## src/rtl/dram_arb_pkg.sv

```systemverilog
package dram_arb_pkg;

    localparam int NUM_SRC  = 4;
    localparam int SRC_REF  = 3;
    localparam int SRC_IO   = 2;
    localparam int SRC_CMEM = 1;
    localparam int SRC_CIO  = 0;

    typedef enum logic [2:0] {
        ST_IDLE,
        ST_REFRESH,
        ST_IO_MEM,
        ST_CPU_MEM,
        ST_CPU_IO
    } arb_state_e;

endpackage

```

## src/rtl/dram_req_sync.sv

```systemverilog
module dram_req_sync #(
    parameter int WIDTH  = 4,
    parameter int STAGES = 2
) (
    input  logic             clk,
    input  logic             por_n,
    input  logic [WIDTH-1:0] d_async,
    output logic [WIDTH-1:0] q_sync
);

    localparam int LAST = STAGES - 1;

    generate
        for (genvar b = 0; b < WIDTH; b++) begin : g_bit
            logic [STAGES-1:0] chain;

            always_ff @(posedge clk or negedge por_n) begin
                if (!por_n) begin
                    chain <= '0;
                end else begin
                    chain <= {chain[STAGES-2:0], d_async[b]};
                end
            end

            assign q_sync[b] = chain[LAST];
        end
    endgenerate

endmodule

```

## src/rtl/dram_refresh_timer.sv

```systemverilog
module dram_refresh_timer #(
    parameter int PERIOD_TICKS = 16,
    parameter int ROW_W        = 8
) (
    input  logic             clk,
    input  logic             por_n,
    input  logic             tick,
    input  logic             grant_issue,
    input  logic             refresh_done,
    output logic             ref_req,
    output logic             ref_missed,
    output logic [ROW_W-1:0] row
);

    localparam int CNT_W = (PERIOD_TICKS > 2) ? $clog2(PERIOD_TICKS) : 1;
    localparam logic [CNT_W-1:0] LAST_CNT = CNT_W'(PERIOD_TICKS - 1);

    logic [CNT_W-1:0] tick_cnt;
    logic             period_end;

    assign period_end = tick && (tick_cnt == LAST_CNT);

    always_ff @(posedge clk or negedge por_n) begin
        if (!por_n) begin
            tick_cnt <= '0;
        end else if (tick) begin
            tick_cnt <= period_end ? '0 : tick_cnt + 1'b1;
        end
    end

    always_ff @(posedge clk or negedge por_n) begin
        if (!por_n) begin
            ref_req <= 1'b0;
        end else if (period_end) begin
            ref_req <= 1'b1;
        end else if (grant_issue) begin
            ref_req <= 1'b0;
        end
    end

    always_ff @(posedge clk or negedge por_n) begin
        if (!por_n) begin
            ref_missed <= 1'b0;
        end else if (period_end && ref_req && !grant_issue) begin
            ref_missed <= 1'b1;
        end else if (grant_issue) begin
            ref_missed <= 1'b0;
        end
    end

    always_ff @(posedge clk or negedge por_n) begin
        if (!por_n) begin
            row <= '0;
        end else if (refresh_done) begin
            row <= row + 1'b1;
        end
    end

endmodule

```

## src/rtl/dram_grant_fsm.sv

```systemverilog
module dram_grant_fsm
    import dram_arb_pkg::*;
(
    input  logic               clk,
    input  logic               por_n,
    input  logic               sys_rst,
    input  logic               cpu_lock,
    input  logic               acc_done,
    input  logic [NUM_SRC-1:0] req,
    output logic [NUM_SRC-1:0] grant,
    output logic               ref_issue,
    output logic               ref_done
);

    arb_state_e         state_q, state_d;
    logic [NUM_SRC-1:0] eligible;
    logic [NUM_SRC-1:0] winner;

    // masking by system reset and by a locked CPU sequence
    always_comb begin
        eligible = req;
        if (sys_rst) begin
            eligible[SRC_IO]   = 1'b0;
            eligible[SRC_CMEM] = 1'b0;
            eligible[SRC_CIO]  = 1'b0;
        end
        if (cpu_lock) begin
            eligible[SRC_IO]  = 1'b0;
            eligible[SRC_CIO] = 1'b0;
        end
    end

    // fixed priority, highest index first
    always_comb begin
        logic taken;
        taken  = 1'b0;
        winner = '0;
        for (int i = NUM_SRC - 1; i >= 0; i--) begin
            if (eligible[i] && !taken) begin
                winner[i] = 1'b1;
                taken     = 1'b1;
            end
        end
    end

    always_comb begin
        state_d = state_q;
        unique case (state_q)
            ST_IDLE: begin
                if (winner[SRC_REF])       state_d = ST_REFRESH;
                else if (winner[SRC_IO])   state_d = ST_IO_MEM;
                else if (winner[SRC_CMEM]) state_d = ST_CPU_MEM;
                else if (winner[SRC_CIO])  state_d = ST_CPU_IO;
            end
            ST_REFRESH: begin
                if (acc_done) state_d = ST_IDLE;
            end
            ST_IO_MEM, ST_CPU_MEM, ST_CPU_IO: begin
                if (sys_rst || acc_done) state_d = ST_IDLE;
            end
            default: state_d = ST_IDLE;
        endcase
    end

    always_ff @(posedge clk or negedge por_n) begin
        if (!por_n) begin
            state_q <= ST_IDLE;
        end else begin
            state_q <= state_d;
        end
    end

    always_comb begin
        grant     = '0;
        ref_issue = 1'b0;
        ref_done  = 1'b0;
        unique case (state_q)
            ST_IDLE: begin
                ref_issue = (state_d == ST_REFRESH);
            end
            ST_REFRESH: begin
                grant[SRC_REF] = 1'b1;
                ref_done       = acc_done;
            end
            ST_IO_MEM:  grant[SRC_IO]   = 1'b1;
            ST_CPU_MEM: grant[SRC_CMEM] = 1'b1;
            ST_CPU_IO:  grant[SRC_CIO]  = 1'b1;
            default: grant = '0;
        endcase
    end

endmodule

```

## src/rtl/dram_req_arbiter.sv

```systemverilog
module dram_req_arbiter
    import dram_arb_pkg::*;
#(
    parameter int SYNC_STAGES   = 2,
    parameter int REFRESH_TICKS = 16,
    parameter int ROW_W         = 8
) (
    input  logic             clk,
    input  logic             por_n,
    input  logic             sys_rst,
    input  logic             tick_1mhz,
    input  logic             card_req,
    input  logic             dma_req,
    input  logic             cpu_mem_req,
    input  logic             cpu_io_req,
    input  logic             cpu_lock,
    input  logic             acc_done,
    output logic [3:0]       grant,
    output logic [ROW_W-1:0] refresh_row,
    output logic             refresh_missed
);

    localparam int N_ASYNC = 4;

    logic [N_ASYNC-1:0] raw_req;
    logic [N_ASYNC-1:0] sync_req;
    logic [NUM_SRC-1:0] arb_req;
    logic               ref_pending;
    logic               ref_issue;
    logic               ref_done;

    assign raw_req = {card_req, dma_req, cpu_mem_req, cpu_io_req};

    dram_req_sync #(
        .WIDTH  (N_ASYNC),
        .STAGES (SYNC_STAGES)
    ) u_sync (
        .clk     (clk),
        .por_n   (por_n),
        .d_async (raw_req),
        .q_sync  (sync_req)
    );

    always_comb begin
        arb_req           = '0;
        arb_req[SRC_REF]  = ref_pending;
        arb_req[SRC_IO]   = sync_req[3] | sync_req[2];
        arb_req[SRC_CMEM] = sync_req[1];
        arb_req[SRC_CIO]  = sync_req[0];
    end

    dram_refresh_timer #(
        .PERIOD_TICKS (REFRESH_TICKS),
        .ROW_W        (ROW_W)
    ) u_refresh (
        .clk          (clk),
        .por_n        (por_n),
        .tick         (tick_1mhz),
        .grant_issue  (ref_issue),
        .refresh_done (ref_done),
        .ref_req      (ref_pending),
        .ref_missed   (refresh_missed),
        .row          (refresh_row)
    );

    dram_grant_fsm u_fsm (
        .clk       (clk),
        .por_n     (por_n),
        .sys_rst   (sys_rst),
        .cpu_lock  (cpu_lock),
        .acc_done  (acc_done),
        .req       (arb_req),
        .grant     (grant),
        .ref_issue (ref_issue),
        .ref_done  (ref_done)
    );

endmodule

```

## config.mk

```make
export PLATFORM = sky130hd
export DESIGN_NAME = dram_req_arbiter
export DESIGN_NICKNAME = d
export VERILOG_FILES = /design/src/rtl/dram_arb_pkg.sv /design/src/rtl/dram_req_sync.sv /design/src/rtl/dram_refresh_timer.sv /design/src/rtl/dram_grant_fsm.sv /design/src/rtl/dram_req_arbiter.sv
export SDC_FILE = /design/constraint.sdc
export NUM_CORES = 1
export LEC_CHECK = 0
export ABC_AREA = 0
export BUFFER_PORTS_ARGS = -buffer_cell sky130_fd_sc_hd__buf_2
export CAP_MARGIN = 20
export CELL_PAD_IN_SITES_DETAIL_PLACEMENT = 0
export CELL_PAD_IN_SITES_GLOBAL_PLACEMENT = 1
export CORE_UTILIZATION = 41
export DETAILED_ROUTE_END_ITERATION = 6
export HOLD_SLACK_MARGIN = 0.05
export PLACE_DENSITY = 0.86
export SKIP_LAST_GASP = 1
export SLEW_MARGIN = 15
export SYNTH_ARGS = -nofsm -noshare
export SYNTH_HDL_FRONTEND = slang
export SYNTH_SLANG_ARGS = --single-unit
```

## constraint.sdc

```tcl
create_clock -name clk -period 1.81 [get_ports clk]
set_input_delay 0.362 -clock clk [delete_from_list [all_inputs] [get_ports clk]]
set_output_delay 0.362 -clock clk [all_outputs]
set_load 0.05 [all_outputs]
```

==> flow_summary.ini <==
[run_status]
status = finished, final reports clean

[finish]
area_delta_synth_final_pct = 16.84
final_area_mm2 = 0.001232
drive_above_1_share = 0.3426
instances_no_fill = 138
num-nets-final = 121
fill_cells = 224
antenna_cells = 0

[pwr]
pwr-share-comb = 0.352
p_leak_nw = 0.5762
power_density_mw_per_mm2 = 1321
swShare = 0.4085
p_int_w = 0.0009628
netSwitchingPower_w = 0.0006649
clock_power_share = 0.146
seq_power_share = 0.501
peakVddDrop_mv = 0.7534

[floorplanning]
die_h_um = 52.72
dieArea_mm2 = 0.002779
ios = 23
core_mm2 = 0.002455
initial_core_util = 0.4297
rows = 18
fp.dieW_um = 52.72

[placed_design]
dpl.hpwl_um = 1219
numPortBuffers = 22
gp_congestion = 0.7690
dp_slack_ns = 0.3998
placed_cell_area_mm2 = 0.001190
place_inst = 133

[route]
ant_nets = 0
drc = 0
vias = 675
wl_um = 1661
drt-initial-drc-count = 12
post_drt_wl_per_cell_um = 12.04
drtPass1Iterations = 5
vias_per_cell = 4.891

[timing]
slew_headroom = 0.6485
setup_tns_ns = 0
slew_viol_final = 0
finClkSkew_ns = 0.008706
post-route-period-util = 0.9418
tightest_slew_ns = 0.5273
rsz0062_at_grt = no
setup_violations = 0
fmax_mhz = 586.7
finalHoldViolCount = 0
final.min_clock_period_ns = 1.705
worst_slack_ns = 0.1054

[synth]
ys_ff_latch = 25
synthDistinctLibCells = 28
ys_warn_count = 0
synthCells = 84
synthesis.area_mm2 = 0.001055
seq_area_frac_synth = 0.5931
avgSynthCellArea_um2 = 12.56
synth_fp_nets = 96

[setup_path]
worstPathArrival_ns = 1.34
critical_path_required_ns = 1.45
path_class = reg2out
critical_path.max_fanout = 7
cp-start-kind = flop
reg2reg_depth = 2
r2r_setup_slack_ns = 0.40
endpoint = grant[1]
r2r_start = u_fsm.state_q[0]
crit_start = u_fsm.state_q[2]
crit_path_end_kind = primary output
r2r-end = u_refresh.row[1]

[flow_run]
cap_violations = 0

[grt]
overflow = 0
grt_usage = 0.1459
grt_pass1_wl_um = 2877
grt_max_degree = 26
grt_pass1_vias = 665
antenna_found_initial = 0

[clock_tree]
path_clk_slew_ns = 0.13
cts_sinks = 25
htree_levels = 1
cts-root-buf = clkbuf_4
cts_inserted_buffers = 3
clk_latency_ns = 0.31
cts_tree = built
cts_setup_buffers = 0
clockBufferDepth = 2

[worst_hold_path]
hold_path_class = in2reg
what timing repair did:
action	4_1_cts	5_1_grt
hold buffers	1	0
setup endpoints to repair	0	3
resized for setup	0	3
hold endpoints to repair	25	0
power groups by stage:
stage | Combinational (W) | Clock [W] | Sequential, W
detailed placement | 0.000579 | 0 | 0.000820
global placement | 0.000565 | 0 | 0.000817
global route | 0.000633 | 0.000276 | 0.000846
floorplan | 0.000337 | 0 | 0.000936
finish | 0.000574 | 0.000238 | 0.000816
CTS | 0.000580 | 0.000251 | 0.000813
state kept, by name (all words and copies together) (netlist names):
register,cells
u_refresh.tick_cnt,4
u_refresh.ref_missed,1
u_sync.g_bit.chain,8
u_fsm.state_q,3
u_refresh.ref_req,1
u_refresh.row,8
metal layers:
layer / track usage / routed length, um / vias to the layer above
li1: - / - / 344
met1: 0.2011 / 824 / 312
met2: 0.2131 / 752 / 17
met3: 0.02029 / 69 / 2
met4: 0.09211 / 14 / 0
met5: 0 / 0 / -
synth_stat cells, drive strengths merged:
master / n / share of area
nor3: 2 / 0.0095
o21ba: 1 / 0.0095
a2111oi: 1 / 0.014
o21ai: 2 / 0.0095
and3: 2 / 0.012
o21bai: 1 / 0.0071
and4bb: 1 / 0.012
xor2: 1 / 0.0083
a21oi: 5 / 0.024
ha: 2 / 0.024
xnor2: 7 / 0.058
buf: 2 / 0.021
nand3: 5 / 0.024
nor4b: 1 / 0.014
nor2: 3 / 0.011
and4: 2 / 0.017
nand4: 3 / 0.018
a32oi: 1 / 0.0083
dfrtp: 25 / 0.59
mux2: 3 / 0.036
inv: 3 / 0.011
clkbuf: 1 / 0.0047
nand4bb: 1 / 0.011
nor3b: 2 / 0.014
and2: 1 / 0.0059
nand2: 5 / 0.018
o211ai: 1 / 0.0071
placed cells by master, fill, tap and decap left out, drive strengths merged, types with 3 or more instances in the layout:
cell type   n
mux2        3
nand3       5
nand4       3
nor2        3
clkbuf      4
buf        21
xnor2       7
dfrtp      25
nand2       5
inv         3
a21oi       5
worst max-delay path, stage by stage (launching register included):
cell      delay, ns
dfrtp_2        0.48
inv_1          0.15
and3_1         0.17
clkbuf_4       0.22
worst min path at each step:
stage                                         from                       end  slack [ns]  cells after the start
final                                      dma_req  u_sync.g_bit[2].chain[0]        0.14                      1
after global routing                       dma_req  u_sync.g_bit[2].chain[0]        0.12                      1
after CTS                                 card_req  u_sync.g_bit[3].chain[0]        0.13                      1
after detailed placement  u_sync.g_bit[1].chain[0]  u_sync.g_bit[1].chain[1]        0.33                      0
after global placement    u_sync.g_bit[3].chain[0]  u_sync.g_bit[3].chain[1]        0.33                      0
after floorplan                              por_n          u_fsm.state_q[0]        0.07                      0
metrics by stage:
step                      hold slack, ns    util  power [W]
after floorplan                  0.06641       -   0.001273
after global placement            0.3343  0.4847   0.001381
after detailed placement          0.3347  0.4847   0.001399
after CTS                         0.1311  0.5000   0.001645
after global routing              0.1160  0.5020   0.001755
final                             0.1419  0.5020   0.001628
logic make-up (layout without fill, tap and decap cells):
group | Yosys count | count (layout) | share of synthesized area
adder cells (fa/ha/maj) | 2 | 2 | 0.02372
AO/OA/AOI/OAI | 12 | 12 | 0.07948
flip-flops | 25 | 25 | 0.5931
AND/OR/NAND/NOR | 28 | 28 | 0.1649
buffers and inverters | 6 | 30 | 0.03677
multiplexers | 3 | 3 | 0.03558
XOR/XNOR | 8 | 8 | 0.06643
final cells by class:
type,instances,area (um^2),area share
flip-flops and latches,25,628.1,0.5096
multi-input cells,53,405.4,0.3289
repair buffers,23,122.6,0.09949
well taps,30,37.54,0.03046
clock buffers,3,22.52,0.01827
inverters,3,11.26,0.009137
clock inverters,1,5.005,0.004061
Note: power is estimated with default switching activity, not from simulation.
